<file path="src/rtl/csw_pkg.sv">
package csw_pkg;

    // Field geometry of the register map
    localparam int SEL_W         = 6;
    localparam logic [11:0] CTRL_BASE = 12'h300;
    localparam int CH_STRIDE_LG  = 6;
    localparam int STAT_WORD_OFS = 4;
    localparam int SEL_LSB       = 24;
    localparam int SWREQ_BIT     = 2;
    localparam int SAFEREQ_BIT   = 3;
    localparam int BUSY_BIT      = 16;
    localparam int CAUSE_LSB     = 17;
    localparam int SAFEFLAG_BIT  = 3;

    typedef enum logic [2:0] {
        CAUSE_NONE       = 3'd0,
        CAUSE_OK         = 3'd1,
        CAUSE_SAFE       = 3'd4,
        CAUSE_SAFE_AGAIN = 3'd5
    } cause_e;

    typedef enum logic {
        ST_IDLE = 1'b0,
        ST_RUN  = 1'b1
    } seq_state_e;

    typedef struct packed {
        logic [SEL_W-1:0] sel;
        logic             safe_req;
        logic             sw_req;
    } ctrl_t;

    typedef struct packed {
        logic [SEL_W-1:0] src;
        cause_e           cause;
        logic             busy;
        logic             safe;
    } stat_t;

    function automatic logic [31:0] pack_ctrl(ctrl_t c);
        logic [31:0] w;
        w = '0;
        w[SEL_LSB +: SEL_W] = c.sel;
        w[SWREQ_BIT]        = c.sw_req;
        w[SAFEREQ_BIT]      = c.safe_req;
        return w;
    endfunction

    function automatic ctrl_t unpack_ctrl(logic [31:0] w);
        ctrl_t c;
        c.sel      = w[SEL_LSB +: SEL_W];
        c.sw_req   = w[SWREQ_BIT];
        c.safe_req = w[SAFEREQ_BIT];
        return c;
    endfunction

    function automatic logic [31:0] pack_stat(stat_t s);
        logic [31:0] w;
        w = '0;
        w[SEL_LSB +: SEL_W] = s.src;
        w[CAUSE_LSB +: 3]   = s.cause;
        w[BUSY_BIT]         = s.busy;
        w[SAFEFLAG_BIT]     = s.safe;
        return w;
    endfunction

    function automatic cause_e safe_cause(logic was_safe);
        return was_safe ? CAUSE_SAFE_AGAIN : CAUSE_SAFE;
    endfunction

endpackage

</file>
<file path="src/rtl/csw_regif.sv">
module csw_regif
    import csw_pkg::*;
#(
    parameter int NUM_CH = 2,
    parameter int ADDR_W = 12
) (
    input  logic                     clk,
    input  logic                     rst,
    input  logic                     bus_wr,
    input  logic [ADDR_W-1:0]        bus_addr,
    input  logic [NUM_CH-1:0][31:0]  ctrl_words,
    input  logic [NUM_CH-1:0][31:0]  stat_words,
    output logic [NUM_CH-1:0]        ctrl_wr,
    output logic [31:0]              bus_rdata
);
    localparam int CHF_W = ADDR_W - CH_STRIDE_LG;

    logic              in_win;
    logic [ADDR_W-1:0] off;
    logic [CHF_W-1:0]  ch_field;
    logic [CH_STRIDE_LG-1:0] word_ofs;
    logic [NUM_CH-1:0] hit_ctrl;
    logic [NUM_CH-1:0] hit_stat;

    always_comb begin
        in_win   = bus_addr >= ADDR_W'(CTRL_BASE);
        off      = bus_addr - ADDR_W'(CTRL_BASE);
        ch_field = off[ADDR_W-1:CH_STRIDE_LG];
        word_ofs = off[CH_STRIDE_LG-1:0];
    end

    for (genvar c = 0; c < NUM_CH; c++) begin : g_dec
        logic ch_sel;
        assign ch_sel      = in_win && (ch_field == CHF_W'(c));
        assign hit_ctrl[c] = ch_sel && (word_ofs == '0);
        assign hit_stat[c] = ch_sel && (word_ofs == CH_STRIDE_LG'(STAT_WORD_OFS));
        assign ctrl_wr[c]  = bus_wr && hit_ctrl[c];
    end

    always_comb begin
        bus_rdata = '0;
        for (int c = 0; c < NUM_CH; c++) begin
            if (hit_ctrl[c]) bus_rdata = ctrl_words[c];
            if (hit_stat[c]) bus_rdata = stat_words[c];
        end
    end


    one_target_chk: assert property (@(posedge clk) disable iff (rst)
        $onehot0(ctrl_wr));


    no_stray_wr_chk: assert property (@(posedge clk) disable iff (rst)
        (!bus_wr) |-> (ctrl_wr == '0));

endmodule

</file>
<file path="src/rtl/csw_ctrl_reg.sv">
module csw_ctrl_reg
    import csw_pkg::*;
(
    input  logic        clk,
    input  logic        rst,
    input  logic        wr_en,
    input  logic [31:0] wdata,
    input  logic        busy,
    input  logic        accept,
    output ctrl_t       ctrl
);
    logic wr_ok;

    // A write lands only while the channel neither runs nor accepts
    assign wr_ok = wr_en && !busy && !accept;

    always_ff @(posedge clk) begin
        if (rst) begin
            ctrl <= '0;
        end else if (wr_ok) begin
            ctrl <= unpack_ctrl(wdata);
        end else if (accept) begin
            ctrl.sw_req   <= 1'b0;
            ctrl.safe_req <= 1'b0;
        end
    end


    req_selfclear_chk: assert property (@(posedge clk) disable iff (rst)
        accept |=> (!ctrl.sw_req && !ctrl.safe_req));


    busy_wr_ignored_chk: assert property (@(posedge clk) disable iff (rst)
        (wr_en && busy) |=> $stable(ctrl));


    sel_kept_chk: assert property (@(posedge clk) disable iff (rst)
        (accept && !wr_en) |=> $stable(ctrl.sel));

endmodule

</file>
<file path="src/rtl/csw_seq.sv">
module csw_seq
    import csw_pkg::*;
#(
    parameter int NUM_SRC       = 8,
    parameter int SWITCH_CYCLES = 4,
    parameter int SAFE_SRC      = 0
) (
    input  logic               clk,
    input  logic               rst,
    input  ctrl_t              ctrl,
    input  logic [NUM_SRC-1:0] src_good,
    output logic               accept,
    output stat_t              stat
);
    localparam int CNT_W = $clog2(SWITCH_CYCLES + 1);

    seq_state_e        state;
    logic [CNT_W-1:0]  cnt;
    logic [SEL_W-1:0]  tgt;
    logic              want_safe;
    logic [SEL_W-1:0]  cur_src;
    logic              cur_safe;
    cause_e            cur_cause;
    logic              tgt_ok;

    assign accept = (state == ST_IDLE) && (ctrl.sw_req || ctrl.safe_req);

    // Target is usable only if it exists and its clock is good
    always_comb begin
        tgt_ok = 1'b0;
        for (int i = 0; i < NUM_SRC; i++) begin
            if (tgt == SEL_W'(i)) tgt_ok = src_good[i];
        end
    end

    always_ff @(posedge clk) begin
        if (rst) begin
            state     <= ST_IDLE;
            cnt       <= '0;
            tgt       <= '0;
            want_safe <= 1'b0;
            cur_src   <= '0;
            cur_safe  <= 1'b0;
            cur_cause <= CAUSE_NONE;
        end else begin
            case (state)
                ST_IDLE: begin
                    if (accept) begin
                        state     <= ST_RUN;
                        cnt       <= CNT_W'(SWITCH_CYCLES - 1);
                        tgt       <= ctrl.sel;
                        want_safe <= ctrl.safe_req;
                    end
                end
                ST_RUN: begin
                    if (cnt == '0) begin
                        state <= ST_IDLE;
                        if (!want_safe && tgt_ok) begin
                            cur_src   <= tgt;
                            cur_safe  <= 1'b0;
                            cur_cause <= CAUSE_OK;
                        end else begin
                            cur_src   <= SEL_W'(SAFE_SRC);
                            cur_safe  <= 1'b1;
                            cur_cause <= safe_cause(cur_safe);
                        end
                    end else begin
                        cnt <= cnt - 1'b1;
                    end
                end
                default: state <= ST_IDLE;
            endcase
        end
    end

    always_comb begin
        stat.src   = cur_src;
        stat.cause = cur_cause;
        stat.busy  = (state == ST_RUN);
        stat.safe  = cur_safe;
    end

    // Checker: length of the current busy run
    logic [CNT_W:0] chk_len;
    always_ff @(posedge clk) begin
        if (rst || !stat.busy) chk_len <= '0;
        else                   chk_len <= chk_len + 1'b1;
    end


    busy_len_chk: assert property (@(posedge clk) disable iff (rst)
        stat.busy |-> (chk_len < (CNT_W+1)'(SWITCH_CYCLES)));


    busy_exact_chk: assert property (@(posedge clk) disable iff (rst)
        $fell(stat.busy) |-> ($past(chk_len) == (CNT_W+1)'(SWITCH_CYCLES - 1)));


    no_req_no_change_chk: assert property (@(posedge clk) disable iff (rst)
        (!stat.busy && !accept) |=> ($stable(cur_src) && $stable(cur_cause) && $stable(cur_safe)));


    cause_legal_chk: assert property (@(posedge clk) disable iff (rst)
        (cur_cause == CAUSE_NONE) || (cur_cause == CAUSE_OK) ||
        (cur_cause == CAUSE_SAFE) || (cur_cause == CAUSE_SAFE_AGAIN));


    safe_src_chk: assert property (@(posedge clk) disable iff (rst)
        cur_safe |-> (cur_src == SEL_W'(SAFE_SRC)));


    ok_not_safe_chk: assert property (@(posedge clk) disable iff (rst)
        (cur_cause == CAUSE_OK) |-> !cur_safe);

endmodule

</file>
<file path="src/rtl/clk_switch_ctrl.sv">
module clk_switch_ctrl
    import csw_pkg::*;
#(
    parameter int NUM_CH        = 2,
    parameter int NUM_SRC       = 8,
    parameter int SWITCH_CYCLES = 4,
    parameter int SAFE_SRC      = 0,
    parameter int ADDR_W        = 12
) (
    input  logic                      clk,
    input  logic                      rst,
    input  logic                      bus_wr,
    input  logic [ADDR_W-1:0]         bus_addr,
    input  logic [31:0]               bus_wdata,
    output logic [31:0]               bus_rdata,
    input  logic [NUM_SRC-1:0]        src_good,
    output logic [NUM_CH*SEL_W-1:0]   sel_code,
    output logic [NUM_CH-1:0]         safe_on
);
    logic [NUM_CH-1:0]       ctrl_wr;
    logic [NUM_CH-1:0][31:0] ctrl_words;
    logic [NUM_CH-1:0][31:0] stat_words;

    csw_regif #(
        .NUM_CH (NUM_CH),
        .ADDR_W (ADDR_W)
    ) u_regif (
        .clk        (clk),
        .rst        (rst),
        .bus_wr     (bus_wr),
        .bus_addr   (bus_addr),
        .ctrl_words (ctrl_words),
        .stat_words (stat_words),
        .ctrl_wr    (ctrl_wr),
        .bus_rdata  (bus_rdata)
    );

    for (genvar c = 0; c < NUM_CH; c++) begin : g_ch
        ctrl_t ctrl;
        stat_t stat;
        logic  accept;

        csw_ctrl_reg u_ctrl (
            .clk    (clk),
            .rst    (rst),
            .wr_en  (ctrl_wr[c]),
            .wdata  (bus_wdata),
            .busy   (stat.busy),
            .accept (accept),
            .ctrl   (ctrl)
        );

        csw_seq #(
            .NUM_SRC       (NUM_SRC),
            .SWITCH_CYCLES (SWITCH_CYCLES),
            .SAFE_SRC      (SAFE_SRC)
        ) u_seq (
            .clk      (clk),
            .rst      (rst),
            .ctrl     (ctrl),
            .src_good (src_good),
            .accept   (accept),
            .stat     (stat)
        );

        assign ctrl_words[c]              = pack_ctrl(ctrl);
        assign stat_words[c]              = pack_stat(stat);
        assign sel_code[c*SEL_W +: SEL_W] = stat.src;
        assign safe_on[c]                 = stat.safe;
    end

endmodule

</file>
<file path="config.mk">
export PLATFORM = sky130hd
export DESIGN_NAME = clk_switch_ctrl
export DESIGN_NICKNAME = d
export VERILOG_FILES = /design/src/rtl/csw_pkg.sv /design/src/rtl/csw_regif.sv /design/src/rtl/csw_ctrl_reg.sv /design/src/rtl/csw_seq.sv /design/src/rtl/clk_switch_ctrl.sv
export SDC_FILE = /design/constraint.sdc
export NUM_CORES = 1
export LEC_CHECK = 0
export BUFFER_PORTS_ARGS = -buffer_cell sky130_fd_sc_hd__buf_2
export CAP_MARGIN = 5
export CORE_MARGIN = 2
export CORE_UTILIZATION = 46
export CTS_BUF_LIST = sky130_fd_sc_hd__clkbuf_4
export CTS_CLUSTER_SIZE = 20
export DETAILED_ROUTE_END_ITERATION = 8
export PLACE_DENSITY_LB_ADDON = 0.15
export SLEW_MARGIN = 25
export SYNTH_ARGS = -nofsm -noshare
export SYNTH_HDL_FRONTEND = slang
export SYNTH_SLANG_ARGS = --single-unit
</file>
<file path="constraint.sdc">
create_clock -name clk -period 2 [get_ports clk]
set_input_delay 0.4 -clock clk [delete_from_list [all_inputs] [get_ports clk]]
set_output_delay 0.4 -clock clk [all_outputs]
set_load 0.005 [all_outputs]
</file>
==> qor.csv, run 1 <==
stage,metric,value,unit
clock_network,postCtsHoldBufs,0,
pwr,combPwrFrac,0.070,
synthesis,muxShareOfSynthArea,0.0535,
critical_path,worstPathRequired,1.60,ns
floorplanning,ios,101,
detailed_routing,top_layer_used,met4,
pwr,switching_share,0.244,
detailed_routing,drc,0,
critical_path,arrival,1.84,ns
clock_network,cts_buffers,5,
synthesis,synth_edf_count,0,
sta,worst_clock_skew,0.0168,ns
synthesis,synth-xor-area-share,0,
cells_and_area,seqCellArea,1080,um^2
outcome,status,"finished, violations left",
detailed_routing,routed_wirelength,6.59,mm
grt,grt_pass1_vias,2194,
grt,grt_pass1_wl,10.7,mm
synthesis,synth_area_leaders,"dfxtp_1 38%, buf_4 10%, nand2_1 8.5%, nor2_1 5.7%, mux2i_1 5.0%",
detailed_routing,wl_met2,2.98,mm
pwr,p_switching,0.000413,W
pwr,sequentialPowerShare,0.636,
pwr,powerDensity,531,nW/um^2
synthesis,ys_ff_latch,54,
synthesis,syn_area,2830,um^2
cells_and_area,multiInputGateArea,1460,um^2
grt,overflow,0,
critical_path,critPathLaunchType,input port,
synthesis,ys_types,43,
synthesis,yosys.area.top_type,dfxtp_1,
detailed_routing,route.met3.wl,384,um
clock_network,cts.clk_slew.worst_paths,0.16,ns
detailed_routing,num_vias,2497,
cells_and_area,fin_nets,467,
synthesis,synth_cells,357,
floorplanning,dieArea,6790,um^2
synthesis,ys_seq_area_frac,0.382,
pwr,power_frac_clock,0.294,
detailed_routing,drt_iter0_drc,171,
synthesis,synth_simple_gate_area_share,0.258,
job,drv_cap,0,
floorplanning,row_count,28,
clock_network,clockRootBuffer,clkbuf_4,
detailed_routing,wl_per_cell,13.6,um
clock_network,clock_sinks,54,
detailed_routing,antenna_left,0,
placement,dpl.hpwl,5.12,mm
clock_network,cts_setup_buffers,0,
grt,grt_max_degree,32,
cells_and_area,layout-drive-gt1-share,0.240,
synthesis,synth-main-ff-cell,dfxtp_1,
synthesis,synth_top_family_by_area,simple AND/OR/NAND/NOR gates,
sta,worst_slew_pin_slew,0.924,ns
sta,finalHoldViolations,0,
sta,finalSetupTns,-2.40,ns
critical_path,end_kind,output pin,
critical_path,crit_fanout,13,
synthesis,synth.top_cell.area_share,0.382,
cells_and_area,n_fill_cell,585,
outcome,violations,setup timing,
sta,fin_crit_sh,1.12,
detailed_routing,drt-met1-wl,3.15,mm
pwr,internal-power,0.00128,W
critical_path,criticalPathCategory,in2out,
sta,period_needed,2.24,ns
sta,rsz0062_at_grt,true,
sta,hold_slack,0.249,ns
clock_network,h-tree-depth,2,
synthesis,async_reset_ff_frac,0,
synthesis,yosys.area_share.adder,0.0177,
sta,maxSlewViolCount,0,
sta,fin_ws,-0.237,ns
min_path,worstHoldPathType,in2reg,
synthesis,yosysWarnings,0,
sta,maxSlewHeadroom,0.383,
sta,max_freq,0.447,GHz
cells_and_area,diodes,0,
floorplanning,initial_utilization,0.478,
floorplanning,die_h,82.4,um
floorplanning,core_area,5920,um^2
clock_network,clk_path_buf_depth,2,
placement,gp_congestion,0.856,
placement,portBuffers,55,
clock_network,cts_tree,done,
pwr,ir_drop,0.267,mV
synthesis,syn_area_per_cell,7.92,um^2
sta,setup_viol,11,
placement,post-place-ws,-0.273,ns
grt,track_usage,0.210,
floorplanning,die_w,82.4,um
cells_and_area,area_growth,12.7,%
detailed_routing,drt_pre_antenna_iters,4,
grt,antenna_found_initial,0,
detailed_routing,viasPerCell,5.16,
clock_network,insertion_delay,0.38,ns
synthesis,synth_compound_area_frac,0.152,
pwr,p_leak,1.36,nW
[layout by cell type (no fill, tap or decap), types with 5 or more instances in the layout]
cell type   n
a21oi_1    23
a211oi_1    9
and2_1      8
mux2i_1    14
buf_4      22
nand3b_1    5
inv_1       9
clkbuf_4    6
o21ai_0    10
o211ai_1    7
buf_2      54
dfxtp_1    54
conb_1     21
nor2_1     41
nand2_1    62
nor3_1      9
[critical path, cell delays in order]
cell,delay [ns]
buf_6,0.09
or4_4,0.54
nor4_4,0.23
buf_4,0.25
o211ai_1,0.13
nand2_1,0.09
buf_2,0.11
[synth_stat cells, drive strengths merged, types with 3 or more instances]
cell    number
nor4         4
nor2        43
and2         8
inv          9
o41ai        3
o21ai       10
nand2b       4
buf         43
o211ai       7
nand2       64
dfxtp       54
a22oi        4
nand3b       5
a32oi        3
a21oi       24
ha           4
mux2i       14
nor3         9
clkbuf      11
a211oi       9
nor2b        4
[path summary, 6_finish.rpt]
kind                           from                         end  slack [ns]  cells past startpoint
max                     bus_addr[0]               bus_rdata[25]       -0.24                      7
min                   bus_wdata[27]      g_ch[0].u_ctrl.ctrl[5]        0.25                      3
max reg2reg    g_ch[1].u_seq.tgt[0]  g_ch[1].u_seq.cur_cause[0]        0.28                      5
min reg2reg  g_ch[0].u_ctrl.ctrl[4]      g_ch[0].u_ctrl.ctrl[4]        0.48                      2
[power by group through the flow]
stage	Clock (W)	Combinational, W	Sequential, W
floorplan	0	0.0000840	0.00110
global placement	0	0.000114	0.00110
detailed placement	0	0.000115	0.00110
CTS	0.000522	0.000117	0.00108
global route	0.000558	0.000135	0.00108
finish	0.000497	0.000118	0.00108
[layout make-up]
type / count / share of cell area
inverters: 9 / 0.0106
flip-flops and latches: 54 / 0.339
clock buffers: 6 / 0.0141
clock inverters: 2 / 0.00393
multi-input cells: 260 / 0.459
well taps: 75 / 0.0294
repair buffers: 78 / 0.144
[flip-flops by register name, indices dropped and copies added, names as in the netlist]
name                  cells
g_ch.u_seq.cur_src       12
g_ch.u_ctrl.ctrl         16
g_ch.u_seq.cur_cause      3
g_ch.u_seq.tgt           12
g_ch.u_seq.want_safe      2
g_ch.u_seq.cnt            6
g_ch.u_seq.state          2
g_ch.u_seq.cur_safe       1
[timing repair]
item / in CTS / in global routing
pin swaps: 1 / 0
setup endpoints to repair: 11 / 11
gates resized for setup: 3 / 0
[logic make-up after synthesis]
logic type,count (synthesis)
buf+inv,63
fa+ha+maj,4
mux,15
flops,54
other cells,1
compound gates,67
simple gates,153
[per-layer routing]
metal | up-vias | track usage
li1 | 1265 | -
met1 | 1154 | 0.304
met2 | 71 | 0.319
met3 | 7 | 0.0293
met4 | 0 | 0.0717
met5 | - | 0
[stage by stage]
step	area [um^2]	util	total power, W	cells
after floorplan	2930	-	0.00118	377
after global placement	3120	0.526	0.00121	476
after detailed placement	3120	0.526	0.00121	476
after CTS	3190	0.538	0.00172	484
after global routing	3190	0.538	0.00177	484
final	3190	0.538	0.00169	484
(Power assumes the default switching activity.)
==> inputs of run 2 (changes only) <==
--- a/config.mk
+++ b/config.mk
@@ -8,7 +8,7 @@
 export BUFFER_PORTS_ARGS = -buffer_cell sky130_fd_sc_hd__buf_2
 export CAP_MARGIN = 5
 export CORE_MARGIN = 2
-export CORE_UTILIZATION = 46
+export CORE_UTILIZATION = 39
 export CTS_BUF_LIST = sky130_fd_sc_hd__clkbuf_4
 export CTS_CLUSTER_SIZE = 20
 export DETAILED_ROUTE_END_ITERATION = 8
==> run 2 against run 1 <==
The run still ends with setup timing left. First-iteration DRC count down 26%. Wire length rose by 4.6%. Clock skew decreased by 0.0097 ns. Flip-flop and latch count unchanged. Utilization decreased by 8.4 points. Sequential power is essentially flat. Sequential share of layout area decreased by 0.56 points. Die area grew 17%. Power rose by 7.9%. Non-clock buffer count is 3 lower. Worst hold slack improved by 0.0087 ns. Clock power is 27% higher. Critical path type unchanged. Largest cell class unchanged.
==> qor.csv, run 2 (synthesis results as in run 1) <==
stage,metric,value,unit,change
grt,antenna_found_initial,0,,unchanged
cells_and_area,diodes,0,,unchanged
sta,period_needed,2.26,ns,+0.0283 ns
detailed_routing,viasPerCell,4.85,,-6.1%
cells_and_area,layout-drive-gt1-share,0.251,,+0.0116
cells_and_area,final_common_cell,nand2_1,,
sta,maxSlewHeadroom,0.397,,+0.0141
cells_and_area,area_growth,14.6,%,
job,drv_cap,0,,unchanged
grt,grtUsageMet1,0.253,,-0.0512
grt,met3_usage,0.0305,,+0.00112
clock_network,clock_sinks,54,,unchanged
pwr,ir_drop,0.319,mV,+20%
sta,fin_crit_sh,1.13,,+0.0141
pwr,sequentialPowerShare,0.590,,-0.046
critical_path,crit_fanout,6,,-7
floorplanning,dieArea,7950,um^2,+17%
min_path,worstHoldPathType,in2reg,,
grt,track_usage,0.184,,-0.0256
placement,gp_congestion,0.849,,-0.82%
critical_path,critPathLaunchType,input port,,
detailed_routing,wl_per_cell,13.6,um,+0.20%
clock_network,clk_path_buf_depth,2,,unchanged
pwr,p_leak,1.37,nW,+0.24%
grt,grt_max_degree,31,,-3.1%
clock_network,insertion_delay,0.37,ns,about the same
floorplanning,row_count,31,,+11%
grt,grt_pass1_vias,2263,,+3.1%
clock_network,h-tree-depth,2,,unchanged
grt,grt_use_met2,0.301,,-0.0175
clock_network,cts_buffers,5,,unchanged
critical_path,criticalPathCategory,in2out,,
grt,grt.busiest_layer,met2,,
clock_network,cts_tree,done,,
placement,dpl.hpwl,5.28,mm,+3.2%
cells_and_area,layout_common_cells,"57 x nand2_1, 54 x dfxtp_1, 54 x buf_2",,
grt,grt_pass1_wl,11.1,mm,+3.5%
pwr,powerDensity,563,nW/um^2,+6.1%
clock_network,cts.clk_slew.worst_paths,0.15,ns,about the same
cells_and_area,fin_nets,464,,-0.64%
clock_network,postCtsHoldBufs,0,,unchanged
sta,setup_viol,11,,unchanged
outcome,status,"finished, violations left",,
detailed_routing,drc,0,,unchanged
floorplanning,initial_utilization,0.396,,-0.0814
critical_path,worstPathRequired,1.60,ns,about the same
critical_path,end_kind,output pin,,
clock_network,clockRootBuffer,clkbuf_4,,
sta,max_freq,0.442,GHz,-1.2%
pwr,p_total,0.00182,W,+7.9%
critical_path,arrival,1.86,ns,+0.02 ns
sta,hold_slack,0.258,ns,+0.00866 ns
sta,finalHoldViolations,0,,unchanged
sta,rsz0062_at_grt,true,,
placement,portBuffers,55,,unchanged
cells_and_area,reg_top3,"g_ch.u_ctrl.ctrl (16), g_ch.u_seq.cur_src (12), g_ch.u_seq.tgt (12)",,
detailed_routing,antenna_left,0,,unchanged
sta,worst_slew_pin_slew,0.903,ns,-0.0211 ns
pwr,p_switching,0.000411,W,-0.67%
cells_and_area,largest_reg_flops,16,,unchanged
sta,worst_clock_skew,0.00710,ns,-0.00968 ns
cells_and_area,top_register,g_ch.u_ctrl.ctrl,,
floorplanning,ios,101,,unchanged
pwr,internal-power,0.00141,W,+11%
pwr,combPwrFrac,0.063,,-0.007
sta,maxSlewViolCount,0,,unchanged
pwr,switching_share,0.225,,-0.0194
sta,fin_ws,-0.265,ns,-0.0283 ns
grt,overflow,0,,unchanged
detailed_routing,drt_pre_antenna_iters,4,,unchanged
detailed_routing,num_vias,2447,,-2.0%
detailed_routing,drt_iter0_drc,126,,-26%
floorplanning,core_area,7140,um^2,+21%
outcome,violations,setup timing,,
floorplanning,die_h,89.2,um,+8.2%
floorplanning,die_w,89.2,um,+8.2%
detailed_routing,routed_wirelength,6.89,mm,+4.6%
pwr,power_frac_clock,0.347,,+0.053
[run 2: changes by cell type in the layout (fill, tap and decap cells not counted)]
cell | previous run | this run
nand2_1 | 62 | 57
nand2_2 | 1 | 6
buf_4 | 22 | 18
and3_1 | 1 | 0
and3_4 | 0 | 1
buf_6 | 2 | 3
bufinv_16 | 0 | 1
clkbuf_4 | 6 | 7
clkinv_1 | 1 | 0
inv_6 | 1 | 0
[run 2: worst paths after layout]
check        slack [ns]                         end                  from  cells past startpoint
max reg2reg        0.22  g_ch[1].u_seq.cur_cause[0]  g_ch[1].u_seq.tgt[1]                      5
max               -0.26               bus_rdata[26]           bus_addr[0]                      8
min reg2reg        0.47        g_ch[0].u_seq.cnt[0]  g_ch[0].u_seq.cnt[0]                      1
min                0.26      g_ch[1].u_ctrl.ctrl[7]         bus_wdata[29]                      3
[run 2: worst max-delay path, cell delays in order]
cell,delay (ns)
buf_6,0.09
or4_4,0.54
nor4_4,0.26
and3_4,0.23
buf_6,0.13
nand2_1,0.05
nand2_1,0.05
buf_2,0.11
[run 2: per-stage QoR]
stage | cell area [um^2] | util | worst slack [ns] | instances | setup TNS, ns
global placement | 3110 | 0.436 | -0.255 | 495 | -4.60
detailed placement | 3110 | 0.436 | -0.270 | 495 | -4.93
finish | 3240 | 0.454 | -0.265 | 505 | -2.49
global route | 3240 | 0.454 | -0.346 | 505 | -3.36
floorplan | 2930 | - | -0.0273 | 377 | -0.163
CTS | 3220 | 0.451 | -0.257 | 504 | -2.53
[run 2: power groups by stage]
stage / clock [W] / combinational [W] / sequential, W
after floorplan: 0 / 0.0000840 / 0.00110
after global placement: 0 / 0.000113 / 0.00110
after detailed placement: 0 / 0.000113 / 0.00110
after CTS: 0.000653 / 0.000115 / 0.00108
after global routing: 0.000715 / 0.000130 / 0.00108
final: 0.000633 / 0.000115 / 0.00108
[run 2: layout make-up]
cell class	count	area (um^2)
Multi-Input combinational cell	260	1480
Fill cell	788	3900
Sequential cell	54	1080
Timing Repair Buffer	75	439
Tap cell	99	124
Clock buffer	7	52.6
Inverter	9	33.8
Clock inverter	1	30.0
[run 2: timing repair]
item	in CTS	in global routing
setup endpoints to repair	11	11
pin swaps	0	1
resized for setup	4	6
setup buffers	1	1
[run 2: metal layers]
metal | routed length, um | share of wire | vias up
li1 | - | - | 1269
met1 | 3400 | 0.49 | 1119
met2 | 3130 | 0.45 | 53
met3 | 300 | 0.044 | 6
met4 | 63 | 0.0091 | 0
met5 | 0 | 0 | -
==> inputs of run 3 (changes only) <==
--- a/config.mk
+++ b/config.mk
@@ -7,7 +7,7 @@
 export LEC_CHECK = 0
 export BUFFER_PORTS_ARGS = -buffer_cell sky130_fd_sc_hd__buf_2
 export CAP_MARGIN = 5
-export CORE_MARGIN = 2
+export CORE_MARGIN = 5
 export CORE_UTILIZATION = 39
 export CTS_BUF_LIST = sky130_fd_sc_hd__clkbuf_4
 export CTS_CLUSTER_SIZE = 20
==> run 3 against run 2 <==
The flow still finishes with violations (setup timing). Maximum frequency is 1.5% lower. First-iteration DRC count is 7.1% lower. Sequential power hardly changed. Highest routed layer unchanged. Worst setup slack worse by 0.035 ns. Critical path type unchanged. Register-to-register slack worse by 0.02 ns. Wire length is 5.2% higher.
==> qor.csv, run 3 (synthesis results as in run 1) <==
stage,metric,value,unit,change
grt,grt_max_degree,24,,-23%
critical_path,cp-startpoint,bus_addr[0],,
grt,track_usage,0.170,,-0.0146
critical_path,rrSetupSlack,0.20,ns,-0.02 ns
cells_and_area,multiInputGateArea,1500,um^2,+1.5%
critical_path,cp_num_cells,8,,unchanged
clock_network,cts_tree,done,,
cells_and_area,diodes,0,,unchanged
sta,maxSlewHeadroom,0.353,,-0.0439
grt,grt_pass1_wl,11.8,mm,+6.3%
sta,fin_crit_sh,1.15,,+0.0173
sta,finalHoldViolations,0,,unchanged
pwr,p_leak,1.37,nW,+0.56%
critical_path,end_kind,output pin,,
sta,period_needed,2.30,ns,+0.0345 ns
detailed_routing,num_vias,2482,,+1.4%
cells_and_area,layout-drive-gt1-share,0.259,,+0.00731
cells_and_area,largest_reg_flops,16,,unchanged
critical_path,max_stage_delay,0.54,ns,about the same
cells_and_area,layout_common_cells,"61 x nand2_1, 54 x dfxtp_1, 54 x buf_2",,
sta,max_freq,0.435,GHz,-1.5%
critical_path,ff2ff_path_depth,5,,unchanged
clock_network,cts.clk_slew.worst_paths,0.15,ns,about the same
clock_network,h-tree-depth,2,,unchanged
placement,placed_area,3120,um^2,+0.48%
detailed_routing,viasPerCell,4.88,,+0.63%
critical_path,regToRegEndpoint,g_ch[1].u_seq.cur_cause[0],,
grt,overflow,0,,unchanged
clock_network,clk_path_buf_depth,2,,unchanged
cells_and_area,final_util,0.462,,+0.00842
clock_network,clock_sinks,54,,unchanged
sta,worst_slew_pin_slew,0.969,ns,+0.0658 ns
min_path,hold_path_depth,3,,unchanged
pwr,ir_drop,0.251,mV,-21%
sta,worst_clock_skew,0.0112,ns,+0.00413 ns
sta,maxSlewViolCount,0,,unchanged
critical_path,cp_cell_sequence,buf_6 -> or4_4 -> nor4_4 -> buf_4 -> buf_6 -> o211ai_1 -> nand2_1 -> buf_2,,
placement,gp_congestion,0.800,,-5.8%
clock_network,insertion_delay,0.37,ns,about the same
job,drv_cap,0,,unchanged
floorplanning,dieArea,9050,um^2,+14%
clock_network,cts_buffers,5,,unchanged
critical_path,critPathBufInv,4,,+1
floorplanning,die_w,95.2,um,+6.7%
critical_path,crit_family,simple AND/OR/NAND/NOR gates,,
sta,fin_ws,-0.299,ns,-0.0345 ns
outcome,status,"finished, violations left",,
sta,rsz0062_at_grt,true,,
min_path,worstHoldPathType,in2reg,,
pwr,powerDensity,551,nW/um^2,-2.1%
cells_and_area,final_common_cell,nand2_1,,
detailed_routing,drt_pre_antenna_iters,4,,unchanged
clock_network,clockRootBuffer,clkbuf_4,,
placement,dp_cells,497,,+0.40%
cells_and_area,seqCellArea,1080,um^2,unchanged
cells_and_area,area_growth,16.7,%,
cells_and_area,finalNonFillerCells,509,,+0.79%
placement,portBuffers,55,,unchanged
cells_and_area,design_area,3300,um^2,+1.9%
grt,grt_pass1_vias,2340,,+3.4%
cells_and_area,n_fill_cell,751,,-4.7%
cells_and_area,fin_nets,468,,+0.86%
detailed_routing,wl_per_cell,14.2,um,+4.4%
outcome,violations,setup timing,,
critical_path,critical_path.slowest_cell,or4_4,,
critical_path,worstReg2RegStart,g_ch[1].u_seq.tgt[0],,
floorplanning,die_h,95.2,um,+6.7%
critical_path,crit_fanout,5,,-1
grt,antenna_found_initial,0,,unchanged
critical_path,worstPathRequired,1.60,ns,about the same
floorplanning,ios,101,,unchanged
detailed_routing,drc,0,,unchanged
floorplanning,initial_utilization,0.396,,unchanged
critical_path,criticalPathCategory,in2out,,
floorplanning,core_area,7140,um^2,unchanged
cells_and_area,top_register,g_ch.u_ctrl.ctrl,,
clock_network,postCtsHoldBufs,0,,unchanged
cells_and_area,reg_top3,"g_ch.u_ctrl.ctrl (16), g_ch.u_seq.cur_src (12), g_ch.u_seq.tgt (12)",,
critical_path,setup.worst_path.end,bus_rdata[26],,
placement,dpl.hpwl,5.69,mm,+7.7%
critical_path,cpMostUsedCell,buf_6,,
floorplanning,row_count,31,,unchanged
critical_path,arrival,1.90,ns,+0.04 ns
critical_path,critPathLaunchType,input port,,
detailed_routing,antenna_left,0,,unchanged
detailed_routing,routed_wirelength,7.25,mm,+5.2%
sta,setup_viol,11,,unchanged
sta,finalSetupTns,-2.86,ns,-0.369 ns
detailed_routing,drt_iter0_drc,117,,-7.1%
[run 3: changes by cell type in the layout (fill, tap and decap cells not counted), sizes merged]
cell and change:
clkbuf -1, clkinvlp +1, buf +4
[run 3: where the power goes]
part	internal, W	leakage, nW	total (W)	switching, W
logic	0.0000450	0.897	0.000115	0.0000705
registers	0.00108	0.435	0.00108	0.0000000593
clock network	0.000278	0.0419	0.000628	0.000350
total	0.00140	1.37	0.00182	0.000420
[run 3: timing repair]
item / 4_1_cts / 5_1_grt
resized for setup: 5 / 12
gates cloned: 0 / 1
endpoints found under the setup margin: 11 / 11
pin swaps: 0 / 5
setup buffers: 1 / 2
[run 3: layer usage]
layer | share of wire | GRT usage | vias up
li1 | - | - | 1271
met1 | 0.46 | 0.237 | 1139
met2 | 0.47 | 0.274 | 67
met3 | 0.068 | 0.0268 | 5
met4 | 0.0073 | 0.0397 | 0
met5 | 0 | 0 | -
[run 3: cell type report]
type	count	area share
inverters	9	0.0102
clock inverters	2	0.0114
repair buffers	79	0.144
multi-input cells	260	0.455
well taps	99	0.0375
clock buffers	6	0.0136
flip-flops and latches	54	0.328
[run 3: tightest hold or removal path: cells and delay by family]
family / cells / cell delay [ns]
buffers and inverters: 1 / 0.10
AO/OA/AOI/OAI: 1 / 0.05
AND/OR/NAND/NOR: 1 / 0.05
[run 3: how the worst min path moves through the flow]
stage	endpoint	startpoint	slack, ns
after floorplan	g_ch[0].u_seq.want_safe	g_ch[0].u_seq.want_safe	0.44
after global placement	g_ch[0].u_seq.cnt[0]	g_ch[0].u_seq.cnt[0]	0.45
after global routing	g_ch[1].u_ctrl.ctrl[5]	bus_wdata[27]	0.25
after CTS	g_ch[0].u_ctrl.ctrl[5]	bus_wdata[27]	0.24
final	g_ch[0].u_ctrl.ctrl[5]	bus_wdata[27]	0.26
after detailed placement	g_ch[0].u_seq.want_safe	g_ch[0].u_seq.want_safe	0.46
[run 3: through the flow]
| step | setup WS [ns] | hold slack, ns | power, W |
|---|---|---|---|
| 2_1_floorplan | -0.0273 | 0.436 | 0.00118 |
| 3_3_place_gp | -0.251 | 0.451 | 0.00121 |
| 3_5_place_dp | -0.304 | 0.458 | 0.00121 |
| 4_1_cts | -0.296 | 0.239 | 0.00184 |
| 5_1_grt | -0.355 | 0.246 | 0.00190 |
| 6_report | -0.299 | 0.262 | 0.00182 |
